<file path="src/rtl/sertx_pkg.sv">
package sertx_pkg;

    typedef enum logic [1:0] {
        TXM_SHIFT  = 2'd0,
        TXM_ASYNC8 = 2'd1,
        TXM_FIX9   = 2'd2,
        TXM_VAR9   = 2'd3
    } tx_mode_e;

    // Framings paced by the external timer tick instead of the block clock.
    function automatic logic mode_uses_tick(tx_mode_e m);
        return (m == TXM_ASYNC8) || (m == TXM_VAR9);
    endfunction

endpackage

</file>
<file path="src/rtl/sertx_bitclk.sv">
module sertx_bitclk
    import sertx_pkg::*;
#(
    parameter int SHIFT_DIV     = 16,
    parameter int FIX9_DIV      = 32,
    parameter int TICKS_PER_BIT = 16
) (
    input  logic     clk,
    input  logic     rst_n,
    input  logic     restart_i,
    input  logic     active_i,
    input  tx_mode_e mode_i,
    input  logic     baud_tick_i,
    output logic     bit_done_o,
    output logic     late_half_o
);

    localparam int MAXP_A = (SHIFT_DIV > FIX9_DIV) ? SHIFT_DIV : FIX9_DIV;
    localparam int MAXP   = (MAXP_A > TICKS_PER_BIT) ? MAXP_A : TICKS_PER_BIT;
    localparam int CW     = (MAXP > 2) ? $clog2(MAXP) : 1;

    typedef struct packed {
        logic [CW-1:0] cnt;
    } st_t;

    st_t           st_d, st_q;
    logic [CW-1:0] last_cnt;
    logic          unit;

    always_comb begin
        unit = mode_uses_tick(mode_i) ? baud_tick_i : 1'b1;
        case (mode_i)
            TXM_SHIFT: last_cnt = CW'(SHIFT_DIV - 1);
            TXM_FIX9:  last_cnt = CW'(FIX9_DIV - 1);
            default:   last_cnt = CW'(TICKS_PER_BIT - 1);
        endcase
        bit_done_o  = active_i && unit && (st_q.cnt == last_cnt);
        late_half_o = st_q.cnt > (last_cnt >> 1);

        st_d = st_q;
        if (restart_i) begin
            st_d.cnt = '0;
        end else if (active_i && unit) begin
            st_d.cnt = bit_done_o ? '0 : st_q.cnt + 1'b1;
        end
    end

    always_ff @(posedge clk or negedge rst_n) begin
        if (!rst_n) st_q <= '0;
        else        st_q <= st_d;
    end

    // the position inside a bit never passes the last unit of the period
    a_r2_cnt_bounded: assert property (@(posedge clk) disable iff (!rst_n)
        active_i |-> (st_q.cnt <= last_cnt));

    // without a tick, the timer-paced framings do not advance
    a_r4_tick_gate: assert property (@(posedge clk) disable iff (!rst_n)
        (active_i && mode_uses_tick(mode_i) && !baud_tick_i && !restart_i)
        |=> $stable(st_q.cnt));

endmodule

</file>
<file path="src/rtl/sertx_holdbuf.sv">
module sertx_holdbuf
    import sertx_pkg::*;
#(
    parameter int DW = 8
) (
    input  logic          clk,
    input  logic          rst_n,
    input  logic          wr_en_i,
    input  logic [DW-1:0] wr_data_i,
    input  logic          wr_bit9_i,
    input  tx_mode_e      wr_mode_i,
    input  logic          take_i,
    output logic          accept_o,
    output logic          full_o,
    output logic [DW-1:0] data_o,
    output logic          bit9_o,
    output tx_mode_e      mode_o
);

    typedef struct packed {
        logic          full;
        logic [DW-1:0] data;
        logic          bit9;
        tx_mode_e      mode;
    } st_t;

    st_t st_d, st_q;

    always_comb begin
        accept_o = wr_en_i && !st_q.full;
        st_d     = st_q;
        if (take_i) begin
            st_d.full = 1'b0;
        end
        if (accept_o) begin
            st_d.full = 1'b1;
            st_d.data = wr_data_i;
            st_d.bit9 = wr_bit9_i;
            st_d.mode = wr_mode_i;
        end
    end

    always_ff @(posedge clk or negedge rst_n) begin
        if (!rst_n) begin
            st_q <= '{full: 1'b0, data: '0, bit9: 1'b0, mode: TXM_SHIFT};
        end else begin
            st_q <= st_d;
        end
    end

    assign full_o = st_q.full;
    assign data_o = st_q.data;
    assign bit9_o = st_q.bit9;
    assign mode_o = st_q.mode;

    // an accepted write occupies the holding register
    a_r1_accept_fills: assert property (@(posedge clk) disable iff (!rst_n)
        accept_o |=> st_q.full);

    // a write against a full register leaves the stored byte untouched
    a_r9_drop_when_full: assert property (@(posedge clk) disable iff (!rst_n)
        (st_q.full && wr_en_i) |=> $stable(st_q.data));

endmodule

</file>
<file path="src/rtl/sertx_shifter.sv">
module sertx_shifter
    import sertx_pkg::*;
#(
    parameter int DW = 8
) (
    input  logic          clk,
    input  logic          rst_n,
    input  logic          hold_full_i,
    input  logic [DW-1:0] hold_data_i,
    input  logic          hold_bit9_i,
    input  tx_mode_e      hold_mode_i,
    input  logic          bit_done_i,
    output logic          load_o,
    output logic          busy_o,
    output tx_mode_e      mode_o,
    output logic          line_o
);

    localparam int FW  = DW + 3;
    localparam int NBW = $clog2(FW + 1);

    typedef struct packed {
        logic           busy;
        tx_mode_e       mode;
        logic [FW-1:0]  sr;
        logic [NBW-1:0] idx;
        logic [NBW-1:0] last_idx;
    } st_t;

    st_t            st_d, st_q;
    logic           last_bit;
    logic [FW-1:0]  frame;
    logic [NBW-1:0] frame_last;

    always_comb begin
        case (hold_mode_i)
            TXM_SHIFT: begin
                frame      = {3'b111, hold_data_i};
                frame_last = NBW'(DW - 1);
            end
            TXM_ASYNC8: begin
                frame      = {2'b11, hold_data_i, 1'b0};
                frame_last = NBW'(DW + 1);
            end
            default: begin
                frame      = {1'b1, hold_bit9_i, hold_data_i, 1'b0};
                frame_last = NBW'(DW + 2);
            end
        endcase

        last_bit = st_q.busy && bit_done_i && (st_q.idx == st_q.last_idx);
        load_o   = hold_full_i && (!st_q.busy || last_bit);

        st_d = st_q;
        if (load_o) begin
            st_d.busy     = 1'b1;
            st_d.mode     = hold_mode_i;
            st_d.sr       = frame;
            st_d.idx      = '0;
            st_d.last_idx = frame_last;
        end else if (last_bit) begin
            st_d.busy = 1'b0;
            st_d.sr   = '1;
        end else if (st_q.busy && bit_done_i) begin
            st_d.sr  = {1'b1, st_q.sr[FW-1:1]};
            st_d.idx = st_q.idx + 1'b1;
        end
    end

    always_ff @(posedge clk or negedge rst_n) begin
        if (!rst_n) begin
            st_q <= '{busy: 1'b0, mode: TXM_SHIFT, sr: '1, idx: '0, last_idx: '0};
        end else begin
            st_q <= st_d;
        end
    end

    assign busy_o = st_q.busy;
    assign mode_o = st_q.mode;
    assign line_o = st_q.sr[0];

    // a waiting frame takes over at the final bit edge, so the shifter never drops busy
    a_r7_no_gap: assert property (@(posedge clk) disable iff (!rst_n)
        (last_bit && hold_full_i) |=> (st_q.busy && (st_q.idx == '0)));

    // the bit index stays within the frame that was loaded
    a_r5_idx_in_frame: assert property (@(posedge clk) disable iff (!rst_n)
        st_q.busy |-> (st_q.idx <= st_q.last_idx));

endmodule

</file>
<file path="src/rtl/serial_tx_multimode.sv">
module serial_tx_multimode
    import sertx_pkg::*;
#(
    parameter int DATA_W        = 8,
    parameter int SHIFT_DIV     = 16,
    parameter int FIX9_DIV      = 32,
    parameter int TICKS_PER_BIT = 16
) (
    input  logic              clk,
    input  logic              rst_n,
    input  logic [1:0]        mode_i,
    input  logic              wr_en_i,
    input  logic [DATA_W-1:0] wr_data_i,
    input  logic              wr_bit9_i,
    input  logic              baud_tick_i,
    output logic              txd_o,
    output logic              sdata_o,
    output logic              tx_irq_o
);

    typedef struct packed {
        logic irq;
    } st_t;

    st_t               st_d, st_q;
    logic              accept, load, busy, line, bit_done, late_half;
    logic              hold_full, hold_bit9;
    logic [DATA_W-1:0] hold_data;
    tx_mode_e          hold_mode, cur_mode;

    sertx_holdbuf #(.DW(DATA_W)) u_hold (
        .clk       (clk),
        .rst_n     (rst_n),
        .wr_en_i   (wr_en_i),
        .wr_data_i (wr_data_i),
        .wr_bit9_i (wr_bit9_i),
        .wr_mode_i (tx_mode_e'(mode_i)),
        .take_i    (load),
        .accept_o  (accept),
        .full_o    (hold_full),
        .data_o    (hold_data),
        .bit9_o    (hold_bit9),
        .mode_o    (hold_mode)
    );

    sertx_shifter #(.DW(DATA_W)) u_shift (
        .clk         (clk),
        .rst_n       (rst_n),
        .hold_full_i (hold_full),
        .hold_data_i (hold_data),
        .hold_bit9_i (hold_bit9),
        .hold_mode_i (hold_mode),
        .bit_done_i  (bit_done),
        .load_o      (load),
        .busy_o      (busy),
        .mode_o      (cur_mode),
        .line_o      (line)
    );

    sertx_bitclk #(
        .SHIFT_DIV     (SHIFT_DIV),
        .FIX9_DIV      (FIX9_DIV),
        .TICKS_PER_BIT (TICKS_PER_BIT)
    ) u_bitclk (
        .clk         (clk),
        .rst_n       (rst_n),
        .restart_i   (load),
        .active_i    (busy),
        .mode_i      (cur_mode),
        .baud_tick_i (baud_tick_i),
        .bit_done_o  (bit_done),
        .late_half_o (late_half)
    );

    always_comb begin
        st_d = st_q;
        if (load)        st_d.irq = 1'b1;
        else if (accept) st_d.irq = 1'b0;
    end

    always_ff @(posedge clk or negedge rst_n) begin
        if (!rst_n) st_q <= '0;
        else        st_q <= st_d;
    end

    always_comb begin
        txd_o   = 1'b1;
        sdata_o = 1'b1;
        if (busy) begin
            if (cur_mode == TXM_SHIFT) begin
                sdata_o = line;
                txd_o   = late_half;
            end else begin
                txd_o = line;
            end
        end
    end

    assign tx_irq_o = st_q.irq;

    // a handover raises the flag
    a_r8_irq_on_load: assert property (@(posedge clk) disable iff (!rst_n)
        load |=> tx_irq_o);

    // an accepted write clears the flag
    a_r8_irq_clear: assert property (@(posedge clk) disable iff (!rst_n)
        accept |=> !tx_irq_o);

    // every asynchronous frame opens with a low start bit
    a_r4_start_low: assert property (@(posedge clk) disable iff (!rst_n)
        (load && hold_mode != TXM_SHIFT) |=> !txd_o);

    // in shift mode the clock is high on the last unit of each bit
    a_r3_clock_high_at_end: assert property (@(posedge clk) disable iff (!rst_n)
        (busy && cur_mode == TXM_SHIFT && bit_done) |-> txd_o);

endmodule

</file>
<file path="config.mk">
export PLATFORM = sky130hd
export DESIGN_NAME = serial_tx_multimode
export DESIGN_NICKNAME = d
export VERILOG_FILES = /design/src/rtl/sertx_pkg.sv /design/src/rtl/sertx_bitclk.sv /design/src/rtl/sertx_holdbuf.sv /design/src/rtl/sertx_shifter.sv /design/src/rtl/serial_tx_multimode.sv
export SDC_FILE = /design/constraint.sdc
export NUM_CORES = 1
export LEC_CHECK = 0
export BUFFER_PORTS_ARGS = -buffer_cell sky130_fd_sc_hd__clkbuf_2
export CORE_MARGIN = 2
export CORE_UTILIZATION = 60
export DETAILED_ROUTE_END_ITERATION = 10
export PLACE_DENSITY = 0.78
export SLEW_MARGIN = 20
export SYNTH_ARGS = -nofsm -noshare
export SYNTH_HDL_FRONTEND = slang
export SYNTH_SLANG_ARGS = --single-unit
</file>
<file path="constraint.sdc">
create_clock -name clk -period 2.62 [get_ports clk]
set_clock_uncertainty 0.05 [all_clocks]
set_input_delay 0.262 -clock clk [delete_from_list [all_inputs] [get_ports clk]]
set_output_delay 0.262 -clock clk [all_outputs]
set_load 0.1 [all_outputs]
</file>
# After elaboration in Yosys (flattened, before gate mapping)
# Cells that the tools add are included.
# op_classes
bitwise	0
n_mux	21
n_lt_le_gt_ge	1
n_div	0
eq_ne	7
reduce_logical	18
shifts	0
multipliers	0
n_addsub	2
# ops
operator	count
15-bit 2-to-1 mux	2
5-bit 2-to-1 mux	4
10-bit case mux with 2 select lines	1
12-bit 2-to-1 mux	1
11-bit 2-to-1 mux	1
1-bit 2-to-1 mux	10
4-bit case mux with 2 select lines	1
2-bit nonzero test	4
1-bit logical AND	6
5-bit by 1-bit adder with 5-bit output (second input constant)	1
5-bit == test	1
5-bit by 4-bit greater-than comparator with 1-bit output	1
4-bit by 1-bit adder with 4-bit output (second input constant)	1
2-bit by 1-bit == test with 1-bit output (second input constant)	2
2-bit == test (second input constant)	2
4-bit == test	1
2-bit logical NOT	2
4-bit 2-to-1 mux	1
3-bit nonzero test	1
1-bit logical NOT	2
1-bit logical OR	2
2-bit inequality test (second input constant)	1
2-bit AND reduction	1
# word_totals
regBits	40
romBits	0
ramBits	0
elab_cells	60
latch_bits	0
inputBits	15
memories	0
output_inout_bits	3

# Logic depth before layout (Yosys ltp)
# logic_depth
ltp_word	11
mapped_depth	7
depth_no_buf	6

# Modules after synthesis
# Synthesis repeated with hierarchy kept, for this count alone.
# unflattened
cells_unflattened	185
hier_area_um2	2075.7
# modules_own_cells
module	area_each_um2	instances	cells_each	seq_area_each_um2
sertx_shifter	1189.9	1	117	538.0
sertx_holdbuf	500.5	1	27	300.3
sertx_bitclk	319.1	1	33	125.1
serial_tx_multimode	66.3	1	8	25.0

# Least setup slack after synthesis
# No wires, ideal clock.
# synth_timing
kind	reg2out
startpoint	reg u_shift.st_q (netlist bit u_shift.mode_o[0])
endpoint	out txd_o
path_buffers	0
required_time_ns	2.308
arrival_ns	3.256
slack_ns	-0.948
path_stages_with_launch	7
path_cell_list	dfrtp_1 -> nand2b_4 -> ha_1 -> a41oi_1 -> a31oi_1 -> nor4_1 -> o21ai_0
# synth_between
elab_chain_len	5
elab_cells_between_ends	6
classes_between	order compare (1); eq/ne (1); mux (3); reduce/logical (1)
# synth_rtl
item	line_no	text
from (decl)	sertx_shifter.sv:30	st_t st_d, st_q;
from (signal assigned)	sertx_shifter.sv:72	st_q <= '{busy: 1'b0, mode: TXM_SHIFT, sr: '1, idx: '0, last_idx: '0};
from (signal assigned)	sertx_shifter.sv:74	st_q <= st_d;
2-bit == test	sertx_bitclk.sv:32	case (mode_i)
5-bit 2-to-1 mux	sertx_bitclk.sv:32	
5-bit by 4-bit greater-than comparator with 1-bit output	sertx_bitclk.sv:38	late_half_o = st_q.cnt > (last_cnt >> 1);
1-bit 2-to-1 mux *	serial_tx_multimode.sv:90	if (cur_mode == TXM_SHIFT) begin
1-bit 2-to-1 mux *	serial_tx_multimode.sv:89	if (busy) begin
to (decl)	serial_tx_multimode.sv:16	output logic txd_o,
# Mark *: on every way between the ends. The rest lies on a longest branch, timed or not.

# Worst setup path in the final report
# Ends and elaborated chain as after synthesis.

==> impl_metrics.py <==
metrics = {
    "status": {
        "status": "complete, but fails checks",
        "violations": "negative hold slack",
    },
    "grt": {
        "grt_max_degree": 40,
        "antenna_found_initial": 0,
        "grt_overflow": 0,
        "grt_pass1_wl_um": 6720,
        "grt_pass1_vias": 1471,
        "grt_use_total_pct": 24.6,
    },
    "layout": {
        "final_cells": 258,
        "final_nets": 231,
        "seqCellArea_um2": 988,
        "num-fill-cells": 254,
        "drive_above_1_share_pct": 29.0,
        "areaGrowthSynthToFinish_pct": 10.3,
        "antenna_cells": 0,
        "final_common_cell": "dfrtp_1",
        "multiInputGateArea_um2": 945,
        "layout_common_cells": "dfrtp_1, nand2_1, nor2_1",
    },
    "critical_path": {
        "crit_fanout": 5,
        "startpoint_type": "flip-flop",
        "endpoint_kind": "output pin",
        "crit_required_ps": 2310,
        "crit_chain": "nand2b_4 > ha_1 > a41oi_1 > a31oi_1 > nor4_2 > o21ai_2 > clkbuf_4",
        "r2r_start": "u_bitclk.st_q[0]",
        "crit_slowest_cell": "dfrtp_1",
        "critPathArrivalTime_ps": 2160,
        "critical_path_class": "flip-flop to output pin",
        "slowest_delay_ps": 460,
        "critPathLaunch": "u_shift.mode_o[0]",
    },
    "power": {
        "power_leakage_nw": 0.922,
        "p_int_w": 0.00131,
        "combPwrFrac_pct": 34.6,
        "powerDensity_nw_per_um2": 957,
        "p_sw_share_pct": 37.7,
        "power_switching_w": 0.000793,
        "ir_worst_vdd_mv": 0.502,
        "clkPwrFrac_pct": 17.0,
        "seq_power_share_pct": 48.4,
        "p_total_w": 0.00210,
    },
    "drt": {
        "vias_per_cell": 5.93,
        "wl_um": 3900,
        "ant_nets": 0,
        "drt_first_pass_iters": 4,
        "wire_per_inst_um": 15.1,
        "route.vias.total": 1529,
        "drt_iter0_drc": 150,
        "drc_errors": 0,
    },
    "sta": {
        "hold_ws_ps": -26.6,
        "period_share_pct": 94.2,
        "max_slew_margin_pct": 38.5,
        "hold_viol": 29,
        "fin_crit_ps": 2470,
        "finalSetupViolCount": 0,
        "setup_ws_ps": 152,
        "tns_ps": 0,
        "rsz0062_at_grt": "no",
        "fmax_mhz": 405,
        "drv_slew": 0,
        "tightestPinTransition_ps": 922,
    },
    "floorplan": {
        "die_h_um": 61.6,
        "die_x_um": 61.6,
        "ioPinCount": 18,
        "start_util_pct": 64.2,
        "num_rows": 20,
        "die_area_um2": 3800,
        "core_um2": 3100,
    },
    "synth": {
        "syn_inst": 195,
        "synth_area_um2": 1990,
        "avgSynthCellArea_um2": 10.2,
        "synth-main-ff-cell": "dfrtp_1",
        "ys_ff_latch": 39,
        "async_flop_share_pct": 100,
        "ys_types": 43,
        "synth-seq-area-share_pct": 49.6,
        "synth.net_count": 213,
        "synth-edff-count": 0,
        "ys_warn_count": 0,
    },
    "place": {
        "pre_cts_slack_ps": 468,
        "gp_congestion": 0.919,
        "dpl.hpwl_um": 2840,
        "dp.cells": 250,
        "numPortBuffers": 17,
    },
    "flow_run": {
        "drv_cap": 0,
    },
    "cts": {
        "ctsHtreeMaxLevel": 2,
        "root_buffer": "clkbuf_4",
        "clock-sinks": 39,
        "numCtsBuffers": 5,
        "cts_tree": "done",
        "cts.path.max_buffers": 2,
        "clk_latency_ps": 350,
        "path_clk_slew_ps": 120,
    },
    "hold_path": {
        "hp-class": "primary input to async pin",
    },
}
kinds of logic after synthesis:
kind of cell             count (synthesis)  share of synthesized area (%)
AND/OR/NAND/NOR                         71                           17.4
AO/OA/AOI/OAI                           47                           16.5
flip-flops                              39                           49.6
buffers and inverters                   15                           3.45
multiplexers                            13                           7.35
XOR/XNOR                                 7                           3.83
adder cells (fa/ha/maj)                  3                           1.88
cell usage after synthesis, drive strengths merged (3+ instances only):
library cell	number	area [um2]
a21o	3	22.5
xnor2	5	51.3
clkbuf	7	26.3
ha	3	37.5
mux2	13	146
inv	5	18.8
o31ai	4	43.8
dfrtp	29	726
nand2	20	75.1
a22o	9	78.8
buf	3	23.8
dfstp	10	263
nor2	19	71.3
o21ai	14	70.1
a31oi	3	18.8
a21oi	8	43.8
nand3	13	65.1
metrics by stage:
step           utilization, %  instance area [um2]
2_1_floorplan               -                 2000
3_3_place_gp             68.2                 2120
3_5_place_dp             68.2                 2120
4_1_cts                  70.5                 2190
5_1_grt                  70.8                 2200
6_report                 70.8                 2200
flip-flops by register name, indices dropped and copies added, names as in the netlist:
name and flops:
u_bitclk.st_q 5, u_hold.bit9_o 1, u_shift.busy_o 1, u_shift.st_q 17, u_hold.mode_o 2, tx_irq_o 1, u_hold.full_o 1, u_shift.mode_o 2
u_hold.data_o 8, u_shift.line_o 1
worst max-delay path, delay by kind of cell, from the launching register on:
kind	cells	cell delay (ps)
simple gates	2	250
compound gates	3	450
fa+ha+maj	1	310
buf+inv	1	330
flops	1	460
repair_timing:
item,CTS,global route
setup endpoints to repair,0,1
resized for setup,0,3
setup buffers,0,0
hold buffers,0,0
final timing paths:
path,cells past startpoint,to,slack [ps]
max in group asynchronous,1,u_hold.data_o[5],1980
min in group clk,3,u_hold.mode_o[1],80
min reg2reg,1,tx_irq_o,450
max,7,txd_o,150
min,1,u_bitclk.st_q[4],-30
max reg2reg,6,u_shift.st_q[2],580
cell type report:
type / count / area share [%]
Sequential cell: 39 / 45.0
Multi-Input combinational cell: 141 / 43.0
Timing Repair Buffer: 21 / 5.35
Clock buffer: 7 / 2.96
Tap cell: 44 / 2.51
Inverter: 5 / 0.854
Clock inverter: 1 / 0.342
power by group through the flow:
| stage | combinational (W) | sequential [W] | clock [W] |
|---|---|---|---|
| 4_1_cts | 0.000722 | 0.00101 | 0.000369 |
| 2_1_floorplan | 0.000579 | 0.000998 | 0 |
| 3_3_place_gp | 0.000690 | 0.00101 | 0 |
| 3_5_place_dp | 0.000715 | 0.00102 | 0 |
| 5_1_grt | 0.000804 | 0.00104 | 0.000393 |
| 6_report | 0.000726 | 0.00102 | 0.000358 |
layer usage:
layer	wire [um]	part of all wire (%)	vias to the layer above	track usage (%)
met5	0	0	-	0
met4	43	1.1	0	11.2
met3	191	4.9	5	5.04
met2	1920	49	43	37.6
met1	1740	45	745	34.0
li1	-	-	736	-
No activity file was read; power rests on OpenSTA's default activity.
